$ cat src/rtl/misc_irq_pkg.sv
// Package: shared constants and types of the interrupt aggregator.
// Assumes byte addressing and one bit per source in each register word.
package misc_irq_pkg;
    localparam int unsigned DEF_NUM_SRC = 32;
    localparam int unsigned DEF_ADDR_W  = 4;
    localparam int unsigned STATUS_OFF  = 0;
    localparam int unsigned ENABLE_OFF  = 4;
    localparam int unsigned PERF_SRC    = 5;

    typedef enum logic [1:0] {
        SEL_NONE   = 2'd0,
        SEL_STATUS = 2'd1,
        SEL_ENABLE = 2'd2
    } reg_sel_e;

    typedef struct packed {
        logic wr_status;
        logic wr_enable;
    } wr_strobe_t;
endpackage

$ cat src/rtl/misc_irq_sync.sv
// Module: one register stage on every source line before the status logic.
// Assumes the sources are level-type and already in the clk domain.
module misc_irq_sync #(
    parameter int unsigned WIDTH = 32
) (
    input  logic             clk,
    input  logic             rst_n,
    input  logic [WIDTH-1:0] d_i,
    output logic [WIDTH-1:0] q_o
);
    for (genvar g = 0; g < WIDTH; g++) begin : g_bit
        logic q_r;
        // Capture one source line per cycle
        always_ff @(posedge clk) begin
            if (!rst_n) q_r <= 1'b0;
            else        q_r <= d_i[g];
        end
        assign q_o[g] = q_r;
    end
endmodule

$ cat src/rtl/misc_irq_decode.sv
// Module: address decode, write strobes and read mux.
// Assumes full byte address compare; unmapped offsets read zero.
module misc_irq_decode
    import misc_irq_pkg::*;
#(
    parameter int unsigned WIDTH  = 32,
    parameter int unsigned ADDR_W = 4
) (
    input  logic              wr_i,
    input  logic [ADDR_W-1:0] addr_i,
    input  logic [WIDTH-1:0]  status_i,
    input  logic [WIDTH-1:0]  enable_i,
    output wr_strobe_t        strobe_o,
    output logic [WIDTH-1:0]  rdata_o
);
    localparam logic [ADDR_W-1:0] ST_ADDR = ADDR_W'(STATUS_OFF);
    localparam logic [ADDR_W-1:0] EN_ADDR = ADDR_W'(ENABLE_OFF);

    reg_sel_e sel;

    // Map the address to a register select
    always_comb begin
        if (addr_i == ST_ADDR)      sel = SEL_STATUS;
        else if (addr_i == EN_ADDR) sel = SEL_ENABLE;
        else                        sel = SEL_NONE;
    end

    // Qualify the write strobe with the select
    always_comb begin
        strobe_o.wr_status = wr_i && (sel == SEL_STATUS);
        strobe_o.wr_enable = wr_i && (sel == SEL_ENABLE);
    end

    // Return the selected word, zero for unmapped
    always_comb begin
        case (sel)
            SEL_STATUS: rdata_o = status_i;
            SEL_ENABLE: rdata_o = enable_i;
            default:    rdata_o = '0;
        endcase
    end
endmodule

$ cat src/rtl/misc_irq_regs.sv
// Module: sticky pending status word and enable mask.
// Assumes a write to status keeps bits written one and clears bits written zero;
// a synchronised source that is high wins over a clear in the same cycle.
module misc_irq_regs
    import misc_irq_pkg::*;
#(
    parameter int unsigned WIDTH = 32
) (
    input  logic             clk,
    input  logic             rst_n,
    input  wr_strobe_t       strobe_i,
    input  logic [WIDTH-1:0] wdata_i,
    input  logic [WIDTH-1:0] src_i,
    output logic [WIDTH-1:0] status_o,
    output logic [WIDTH-1:0] enable_o
);
    logic [WIDTH-1:0] status_r, status_nx;
    logic [WIDTH-1:0] enable_r;

    // Next status: masked keep on write, then OR in active sources
    always_comb begin
        status_nx = strobe_i.wr_status ? (status_r & wdata_i) : status_r;
        status_nx = status_nx | src_i;
    end

    // Hold the status word
    always_ff @(posedge clk) begin
        if (!rst_n) status_r <= '0;
        else        status_r <= status_nx;
    end

    // Hold the enable word, replaced whole on write
    always_ff @(posedge clk) begin
        if (!rst_n)                  enable_r <= '0;
        else if (strobe_i.wr_enable) enable_r <= wdata_i;
    end

    assign status_o = status_r;
    assign enable_o = enable_r;
endmodule

$ cat src/rtl/misc_irq_out.sv
// Module: registered chained request from status AND enable.
// Assumes one cycle of latency is acceptable to the parent controller.
module misc_irq_out #(
    parameter int unsigned WIDTH = 32
) (
    input  logic             clk,
    input  logic             rst_n,
    input  logic [WIDTH-1:0] status_i,
    input  logic [WIDTH-1:0] enable_i,
    output logic             irq_o
);
    logic active;
    logic irq_r;

    // Any pending and enabled source
    always_comb active = |(status_i & enable_i);

    // Register the request
    always_ff @(posedge clk) begin
        if (!rst_n) irq_r <= 1'b0;
        else        irq_r <= active;
    end

    assign irq_o = irq_r;
endmodule

$ cat src/rtl/misc_irq_aggregator.sv
// Module: top of the level interrupt aggregator.
// Assumes a single clock, synchronous active-low reset, one-cycle write strobes.
module misc_irq_aggregator
    import misc_irq_pkg::*;
#(
    parameter int unsigned NUM_SRC = DEF_NUM_SRC,
    parameter int unsigned ADDR_W  = DEF_ADDR_W
) (
    input  logic               clk,
    input  logic               rst_n,
    input  logic               bus_wr,
    input  logic [ADDR_W-1:0]  bus_addr,
    input  logic [NUM_SRC-1:0] bus_wdata,
    output logic [NUM_SRC-1:0] bus_rdata,
    input  logic [NUM_SRC-1:0] src_i,
    output logic               irq_o
);
    logic [NUM_SRC-1:0] src_q;
    logic [NUM_SRC-1:0] status_q;
    logic [NUM_SRC-1:0] enable_q;
    wr_strobe_t         strobe;

    misc_irq_sync #(.WIDTH(NUM_SRC)) u_sync (
        .clk  (clk),
        .rst_n(rst_n),
        .d_i  (src_i),
        .q_o  (src_q)
    );

    misc_irq_decode #(.WIDTH(NUM_SRC), .ADDR_W(ADDR_W)) u_dec (
        .wr_i    (bus_wr),
        .addr_i  (bus_addr),
        .status_i(status_q),
        .enable_i(enable_q),
        .strobe_o(strobe),
        .rdata_o (bus_rdata)
    );

    misc_irq_regs #(.WIDTH(NUM_SRC)) u_regs (
        .clk     (clk),
        .rst_n   (rst_n),
        .strobe_i(strobe),
        .wdata_i (bus_wdata),
        .src_i   (src_q),
        .status_o(status_q),
        .enable_o(enable_q)
    );

    misc_irq_out #(.WIDTH(NUM_SRC)) u_out (
        .clk     (clk),
        .rst_n   (rst_n),
        .status_i(status_q),
        .enable_i(enable_q),
        .irq_o   (irq_o)
    );
endmodule

$ cat config.mk
export PLATFORM = sky130hd
export DESIGN_NAME = misc_irq_aggregator
export DESIGN_NICKNAME = d
export VERILOG_FILES = /design/src/rtl/misc_irq_pkg.sv /design/src/rtl/misc_irq_sync.sv /design/src/rtl/misc_irq_decode.sv /design/src/rtl/misc_irq_regs.sv /design/src/rtl/misc_irq_out.sv /design/src/rtl/misc_irq_aggregator.sv
export SDC_FILE = /design/constraint.sdc
export NUM_CORES = 1
export LEC_CHECK = 0
export ABC_CLOCK_PERIOD_IN_PS = 2350
export BUFFER_PORTS_ARGS = -buffer_cell sky130_fd_sc_hd__buf_2
export CAP_MARGIN = 20
export CORE_ASPECT_RATIO = 0.9
export CORE_MARGIN = 1
export CORE_UTILIZATION = 39
export DETAILED_ROUTE_END_ITERATION = 8
export SLEW_MARGIN = 20
export SYNTH_ARGS = -nofsm -noshare
export SYNTH_HDL_FRONTEND = slang
export SYNTH_SLANG_ARGS = --single-unit
$ cat constraint.sdc
create_clock -name clk -period 2.35 [get_ports clk]
set_input_delay 0.235 -clock clk [delete_from_list [all_inputs] [get_ports clk]]
set_output_delay 0.235 -clock clk [all_outputs]
set_load 0.02 [all_outputs]
==> results of run 1 <==
[cells in the mapped netlist, types with 3 or more instances]
master and n:
dfxtp_1 97, o21a_1 64, a21boi_0 32, a22o_1 32, and2_1 32, and3_1 32
o31a_1 32, clkbuf_1 31, a22oi_1 16, buf_2 4, nand4_1 4, buf_6 3
[critical path: stages]
cell,delay (ns)
buf_2,0.13
nor4b_4,0.32
buf_12,0.35
a22o_1,0.22
buf_2,0.17
[routing by layer]
layer / GRT usage / wire (um) / vias to the layer above
met5: 0 / 0 / -
met4: 0.0447 / 95 / 0
met3: 0.0434 / 550 / 8
met2: 0.296 / 4480 / 88
met1: 0.282 / 4880 / 1520
li1: - / - / 1597
[flip-flops by register name (all words and copies together), names as in the netlist]
register and flops:
u_regs.enable_o 32, u_regs.status_o 32, u_sync.g_bit.q_r 32, u_out.irq_o 1
[worst paths after layout]
| kind | endpoint | cells after the start | slack, ns |
|---|---|---|---|
| worst min-delay path | u_sync.g_bit[18].q_r | 2 | 0.10 |
| worst max-delay path | bus_rdata[9] | 5 | 0.67 |
| worst min register to register | u_regs.status_o[6] | 1 | 0.44 |
| worst max register to register | u_out.irq_o | 3 | 1.07 |
[cells by family (layout without fill, tap and decap cells)]
family / count (synthesis) / after routing / share of synthesized area
buffers and inverters: 39 / 125 / 0.0437
AO/OA/AOI/OAI: 177 / 177 / 0.355
AND/OR/NAND/NOR: 71 / 71 / 0.114
flip-flops: 97 / 97 / 0.488
[metrics by stage]
stage	power, mW	hold slack (ns)	instances
floorplan	1.95	0.362	384
global placement	2.07	0.422	580
detailed placement	2.08	0.424	580
CTS	3.65	0.0890	596
global route	3.76	0.0919	596
finish	3.61	0.101	596
[layout make-up]
cell class                 instances  share of cell area
timing repair buffer             108               0.118
multi-input combinational        248               0.385
sequential                        97               0.397
tap                              126              0.0323
clock buffer                      12              0.0504
clock inverter                     4              0.0156
inverter                           1            0.000768
[where the power goes]
part | internal (mW) | switching [mW]
Sequential | 1.72 | 0.0485
Clock | 0.965 | 0.610
Combinational | 0.134 | 0.136
==> impl_metrics.csv, run 1 <==
group,metric,value,unit
timing,grt_setup_unrepaired,"no",
finish,drive_above_1_share,0.266,
synthesis,synth_area_leader_cell,"dfxtp_1",
clock_network,cts-resized-gates,0,
power_and_ir_drop,peakVddDrop,0.000485,V
clock_network,cts-htree-levels,3,
route,viasPerCell,5.39,
synthesis,synth_area_leaders,"dfxtp_1 49%, o21a_1 12%, a22o_1 7.0%",
global_routing,grt_overflow,0,
synthesis,synth_flop_cell,"dfxtp_1",
clock_network,clk_latency,0.33,ns
die,die-width,109,um
synthesis,synth_area_per_cell,10.4,um^2
placed_design,gp_congestion,0.720,
synthesis,yosys.area.top_type_share,0.488,
timing,min_period_over_period,0.716,
worst_setup_path,cp-start-kind,"input pin",
timing,setup_tns,0,ns
status,status,"complete, no violations",
synthesis,ys_seq_area_frac,0.488,
route,final_antenna_net_count,0,
clock_network,cts_post_setup_buffers_inserted,0,
finish,seqCellArea,1940,um^2
clock_network,cts.sinks,97,
synthesis,synth_nets,455,
route,first_pass_iters,5,
worst_setup_path,crit_required,2.12,ns
worst_setup_path,crit_type,"in2out",
route,via_count,3213,
route,drcViolationCount,0,
timing,fmax,0.595,GHz
synthesis,synth_area,3980,um^2
finish,utilization,0.499,
hold_path,hold_path_startpoint,"src_i[18]",
run,max_cap_violations,0,
die,initial_core_util,0.407,
clock_network,ctsRootBufferMaster,"clkbuf_16",
synthesis,synth-seq-cells,97,
finish,antenna_cells,0,
die,die_h,97.9,um
clock_network,cts_tree,"yes",
finish,nFillCells,939,
placed_design,dp_slack,0.616,ns
synthesis,yosysUniqueCellTypes,17,
timing,final_hold_viol_count,0,
finish,final_cell_area,4890,um^2
timing,min_period,1.68,ns
worst_setup_path,path_max_fanout,96,
route,wl_per_cell,16.8,um
synthesis,yosys_warnings,0,
die,row_count,34,
finish,layout_common_cells,"103 x buf_2, 97 x dfxtp_1, 64 x o21a_1",
timing,setup_ws,0.668,ns
power_and_ir_drop,p_leak,2.14,nW
timing,slew_headroom,0.560,
timing,skew,0.00588,ns
global_routing,grt_pass1_vias,3094,
worst_setup_path,r2r_start,"u_regs.status_o[4]",
synthesis,synth_edf_count,0,
global_routing,grt_start_max_net_pins,98,
finish,final_nets,536,
timing,maxSlewViolCount,0,
clock_network,hold_buffers,0,
worst_setup_path,crit_arrival,1.45,ns
global_routing,antenna_found_initial,0,
timing,setup_viol,0,
die,core,9780,um^2
route,dr.first_iter.drc_count,120,
clock_network,clk_pin_slew,0.07,ns
placed_design,dpl_cell_area,4560,um^2
finish,layout_commonest_cell,"buf_2",
global_routing,track_usage,0.196,
hold_path,min_path_type,"in2reg",
worst_setup_path,endpoint_kind,"output port",
synthesis,synthArstFlopShare,0,
die,ioPinCount,104,
finish,multi_input_area,1880,um^2
die,die_area,10600,um^2
finish,areaGrowthSynthToFinish,22.7,%
clock_network,cts_buffer_depth,2,
timing,tightest_slew,0.659,ns
placed_design,dp_hpwl,6340,um
global_routing,grt_pass1_wl,16100,um
route,routed_wl,10000,um
worst_setup_path,critical_path.startpoint,"bus_addr[3]",
placed_design,io_buffers,103,
power_and_ir_drop,p_per_area,739,nW/um^2
synthesis,syn_inst,384,
clock_network,cts_buffers,9,
Power figures use the tool's default switching activity.
==> run 2, diff against run 1 <==
--- a/config.mk
+++ b/config.mk
@@ -5,7 +5,7 @@
 export SDC_FILE = /design/constraint.sdc
 export NUM_CORES = 1
 export LEC_CHECK = 0
-export ABC_CLOCK_PERIOD_IN_PS = 2350
+export ABC_CLOCK_PERIOD_IN_PS = 1400
 export BUFFER_PORTS_ARGS = -buffer_cell sky130_fd_sc_hd__buf_2
 export CAP_MARGIN = 20
 export CORE_ASPECT_RATIO = 0.9
==> constraint.sdc (replaced) <==
create_clock -name clk -period 1.4 [get_ports clk]
set_input_delay 0.14 -clock clk [delete_from_list [all_inputs] [get_ports clk]]
set_output_delay 0.14 -clock clk [all_outputs]
set_load 0.02 [all_outputs]
==> run 2 against run 1 <==
Against the previous run:
- the flow now finishes with violations (setup timing)
- hold slack worse by 0.094 ns
- sequential power grew 68%
- non-clock buffer count is 69 higher
- cell area rose by 21%
- clock power rose by 43%
- clock skew fell by 0.00080 ns
- critical endpoint is now bus_rdata[2]
==> impl_metrics.csv, run 2 (same netlist as run 1, synthesis figures left out) <==
group,metric,value,unit
timing,fmax,0.696,GHz
finish,areaGrowthSynthToFinish,47.8,%
global_routing,track_usage,0.226,
placed_design,dpl_cell_area,4810,um^2
finish,nFillCells,857,
route,dr.first_iter.drc_count,180,
route,viasPerCell,5.28,
worst_setup_path,reg2reg_depth,3,
global_routing,antenna_found_initial,0,
clock_network,clk_pin_slew,0.06,ns
finish,final_nets,605,
die,row_count,34,
clock_network,cts_tree,"yes",
die,die_h,97.9,um
route,routed_wl,11300,um
timing,tightest_slew,0.301,ns
finish,layout_common_cells,"97 x dfxtp_1, 69 x buf_2, 64 x o21a_1",
placed_design,io_buffers,103,
hold_path,min_path_cells,2,
worst_setup_path,path_max_fanout,8,
timing,maxSlewViolCount,0,
route,first_pass_iters,4,
clock_network,clk_latency,0.35,ns
clock_network,ctsRootBufferMaster,"clkbuf_16",
global_routing,grt_pass1_vias,3539,
finish,drive_above_1_share,0.314,
finish,multi_input_area,1910,um^2
route,drcViolationCount,0,
timing,min_period,1.44,ns
route,wl_per_cell,17.0,um
placed_design,dp_slack,-0.158,ns
power_and_ir_drop,power.total,5.85,mW
finish,antenna_cells,0,
route,via_count,3513,
finish,final_cell_area,5890,um^2
route,final_antenna_net_count,0,
status,status,"finished, violations left",
global_routing,grt_pass1_wl,18100,um
timing,min_period_over_period,1.03,
clock_network,cts-htree-levels,3,
power_and_ir_drop,p_leak,2.57,nW
finish,layout_commonest_cell,"dfxtp_1",
power_and_ir_drop,peakVddDrop,0.000691,V
worst_setup_path,crit_required,1.26,ns
timing,final_hold_viol_count,0,
worst_setup_path,crit_type,"in2out",
worst_setup_path,cp-start-kind,"input pin",
run,max_cap_violations,0,
clock_network,cts.sinks,97,
timing,setup_ws,-0.0372,ns
die,die_area,10600,um^2
finish,seqCellArea,1940,um^2
placed_design,gp_congestion,0.808,
timing,skew,0.00508,ns
worst_setup_path,crit_arrival,1.30,ns
clock_network,cts_buffers,9,
global_routing,grt_start_max_net_pins,66,
status,violations,"setup timing",
die,core,9780,um^2
timing,setup_viol,11,
global_routing,grt_overflow,0,
worst_setup_path,endpoint_kind,"output port",
die,die-width,109,um
die,initial_core_util,0.407,
hold_path,min_path_type,"in2reg",
clock_network,cts_buffer_depth,2,
power_and_ir_drop,p_per_area,994,nW/um^2
die,ioPinCount,104,
placed_design,dp_hpwl,7300,um
timing,slew_headroom,0.799,
timing,fin_hold_ws,0.00709,ns
timing,grt_setup_unrepaired,"yes",
run 2: changes by cell type in the layout (fill, tap and decap cells not counted), moves of 4 or more:
cell           change
buf_2             -34
buf_6             +32
dlygate4sd3_1     +28
buf_4             +27
buf_12             +7
buf_16             +4
run 2: worst paths after layout:
kind	start	end	slack, ns
max	bus_addr[1]	bus_rdata[2]	-0.04
min	src_i[0]	u_sync.g_bit[0].q_r	0.007
max reg2reg	u_regs.status_o[4]	u_out.irq_o	0.08
min reg2reg	u_sync.g_bit[6].q_r	u_regs.status_o[6]	0.44
run 2: through the flow:
stage          utilization  cells  TNS, ns
6_report             0.602    665   -0.119
3_5_place_dp         0.492    603    -9.02
2_1_floorplan            -    384    -1.68
4_1_cts              0.593    662   -0.161
5_1_grt              0.602    665    -1.81
3_3_place_gp         0.492    603    -9.10
run 2: power by group:
group          internal (mW)  switching, mW  total [mW]
Combinational          0.373          0.264       0.638
Clock                   1.20           1.04        2.24
Sequential              2.89         0.0857        2.97
run 2: layout make-up:
type                       instances  share of cell area
sequential                        97               0.330
clock inverter                     5             0.00552
inverter                           1            0.000637
timing repair buffer             177               0.274
multi-input combinational        248               0.324
clock buffer                      11              0.0395
tap                              126              0.0268
run 2: what timing repair did:
action	in CTS	in global routing
setup buffers	14	1
gates cloned	6	0
setup endpoints to repair	32	30
hold buffers	26	2
gates resized for setup	66	13
pin swaps	11	7
hold endpoints to repair	26	2
run 2: metal layers:
layer | part of all wire | wire [um] | up-vias | global-route usage
met5 | 0 | 0 | - | 0
li1 | - | - | 1740 | -
met3 | 0.056 | 638 | 16 | 0.0507
met1 | 0.48 | 5420 | 1656 | 0.306
met4 | 0.021 | 234 | 0 | 0.0946
met2 | 0.44 | 5040 | 101 | 0.343
run 2: worst max-delay path, stage by stage:
cell,delay (ns)
buf_8,0.10
nor4b_4,0.31
buf_4,0.17
buf_12,0.14
buf_6,0.12
a22o_1,0.17
buf_6,0.13
==> run 3, diff against run 2 <==
--- a/config.mk
+++ b/config.mk
@@ -5,7 +5,7 @@
 export SDC_FILE = /design/constraint.sdc
 export NUM_CORES = 1
 export LEC_CHECK = 0
-export ABC_CLOCK_PERIOD_IN_PS = 1400
+export ABC_CLOCK_PERIOD_IN_PS = 1800
 export BUFFER_PORTS_ARGS = -buffer_cell sky130_fd_sc_hd__buf_2
 export CAP_MARGIN = 20
 export CORE_ASPECT_RATIO = 0.9
==> constraint.sdc (replaced) <==
create_clock -name clk -period 1.8 [get_ports clk]
set_input_delay 0.18 -clock clk [delete_from_list [all_inputs] [get_ports clk]]
set_output_delay 0.18 -clock clk [all_outputs]
set_load 0.02 [all_outputs]
==> run 3 against run 2 <==
Against the previous run:
- largest cell class unchanged
- critical path depth down 2
- sequential power fell by 22%
- clock skew is 0.0011 ns lower
- cell area shrank 17%
- utilization is 10 points lower
- register-to-register slack improved by 0.38 ns
- the flow now finishes without violations
- first-iteration DRC count down 27%
- worst setup slack improved by 0.25 ns
- critical endpoint is now bus_rdata[11]
- power shrank 22%
- highest routed layer unchanged
==> impl_metrics.csv, run 3 (same netlist as run 1, synthesis figures left out) <==
group,metric,value,unit
status,status,"complete, no violations",
timing,fmax,0.631,GHz
finish,instances_no_fill,599,
route,viasPerCell,5.40,
timing,slew_headroom,0.711,
timing,final_hold_viol_count,0,
worst_setup_path,crit_type,"in2out",
finish,drive_above_1_share,0.266,
route,drcViolationCount,0,
finish,nFillCells,950,
run,max_cap_violations,0,
global_routing,grt_overflow,0,
finish,areaGrowthSynthToFinish,22.7,%
hold_path,min_path_type,"in2reg",
placed_design,dp_hpwl,6550,um
route,routed_wl,10200,um
global_routing,grt_start_max_net_pins,98,
clock_network,cts.sinks,97,
timing,setup_viol,0,
global_routing,grt_busiest_layer,"met2",
worst_setup_path,r2r_slack,0.46,ns
route,first_pass_iters,4,
timing,tightest_slew,0.433,ns
die,core,9780,um^2
timing,setup_tns,0,ns
timing,min_period,1.58,ns
worst_setup_path,reg2reg_depth,3,
clock_network,clk_latency,0.34,ns
timing,skew,0.00397,ns
worst_setup_path,critical_path.startpoint,"bus_addr[3]",
clock_network,cts_tree,"yes",
die,die_h,97.9,um
finish,antenna_cells,0,
clock_network,hold_buffers,0,
worst_setup_path,cp-start-kind,"input pin",
timing,maxSlewViolCount,0,
die,initial_core_util,0.407,
worst_setup_path,crit_required,1.62,ns
clock_network,clk_pin_slew,0.06,ns
global_routing,grt_pass1_wl,16200,um
finish,layout_common_cells,"103 x buf_2, 97 x dfxtp_1, 64 x o21a_1",
route,dr.first_iter.drc_count,132,
clock_network,ctsRootBufferMaster,"clkbuf_16",
die,die_area,10600,um^2
timing,min_period_over_period,0.880,
worst_setup_path,path_max_fanout,96,
power_and_ir_drop,peakVddDrop,0.000451,V
worst_setup_path,regToRegEndpoint,"u_out.irq_o",
placed_design,gp_congestion,0.721,
global_routing,grt_pass1_vias,3126,
worst_setup_path,crit_arrival,1.40,ns
finish,final_nets,539,
worst_setup_path,cp-endpoint,"bus_rdata[11]",
die,row_count,34,
die,ioPinCount,104,
placed_design,io_buffers,103,
global_routing,grt_use_met2,0.293,
power_and_ir_drop,p_per_area,930,nW/um^2
global_routing,track_usage,0.200,
clock_network,cts-htree-levels,3,
placed_design,dp.cells,583,
clock_network,cts_post_setup_buffers_inserted,0,
power_and_ir_drop,p_leak,2.15,nW
worst_setup_path,r2r_start,"u_regs.status_o[4]",
route,final_antenna_net_count,0,
clock_network,cts_buffer_depth,2,
worst_setup_path,endpoint_kind,"output port",
die,die-width,109,um
global_routing,use_met1,0.275,
global_routing,antenna_found_initial,0,
timing,grt_setup_unrepaired,"no",
route,via_count,3237,
clock_network,cts_buffers,9,
finish,layout_commonest_cell,"buf_2",
route,wl_per_cell,17.1,um
clock_network,cts-resized-gates,0,
global_routing,grtUsageMet3,0.0541,
==> run 3: cell types whose count changed in the layout (fill, tap and decap cells not counted), moves of 3 or more <==
| cell | delta |
|---|---|
| buf_2 | +34 |
| buf_8 | -3 |
| buf_16 | -4 |
| buf_12 | -6 |
| dlygate4sd3_1 | -28 |
| buf_4 | -25 |
| buf_6 | -32 |
==> run 3: critical path, cell delays in order <==
cell and delay [ns]:
buf_2 0.13, nor4b_4 0.32, buf_12 0.34, a22o_1 0.21, buf_2 0.17
==> run 3: report_power, final <==
part | internal, mW | switching [mW]
logic | 0.180 | 0.180
clock network | 1.11 | 0.765
registers | 2.25 | 0.0630
==> run 3: layout make-up <==
cell class / instances / area (um^2) / area share
repair buffers: 111 / 613 / 0.125
inverters: 1 / 3.75 / 0.000768
well taps: 126 / 158 / 0.0322
clock inverters: 3 / 40.0 / 0.00819
clock buffers: 13 / 250 / 0.0512
multi-input cells: 248 / 1880 / 0.385
flip-flops and latches: 97 / 1940 / 0.397
==> run 3: worst min path at each step <==
stage	end	from	cells past startpoint	slack, ns
3_3_place_gp	u_sync.g_bit[13].q_r	src_i[13]	2	0.39
5_1_grt	u_sync.g_bit[20].q_r	src_i[20]	2	0.03
6_report	u_sync.g_bit[2].q_r	src_i[2]	2	0.04
3_5_place_dp	u_sync.g_bit[2].q_r	src_i[2]	2	0.39
2_1_floorplan	u_sync.g_bit[0].q_r	src_i[0]	1	0.31
4_1_cts	u_sync.g_bit[2].q_r	src_i[2]	2	0.03
==> run 3: through the flow <==
| stage | hold slack, ns | utilization | power, mW | cell area [um^2] | setup WS [ns] |
|---|---|---|---|---|---|
| finish | 0.0447 | 0.500 | 4.54 | 4890 | 0.216 |
| detailed placement | 0.389 | 0.470 | 2.72 | 4600 | 0.166 |
| floorplan | 0.307 | - | 2.55 | 3980 | 0.244 |
| global route | 0.0318 | 0.500 | 4.74 | 4890 | 0.149 |
| CTS | 0.0301 | 0.500 | 4.60 | 4890 | 0.215 |
| global placement | 0.387 | 0.470 | 2.71 | 4600 | 0.184 |
==> run 3: per-layer routing <==
layer	part of all wire	wire, um
met1	0.49	4970
met5	0	0
met3	0.055	560
met2	0.44	4500
met4	0.019	189
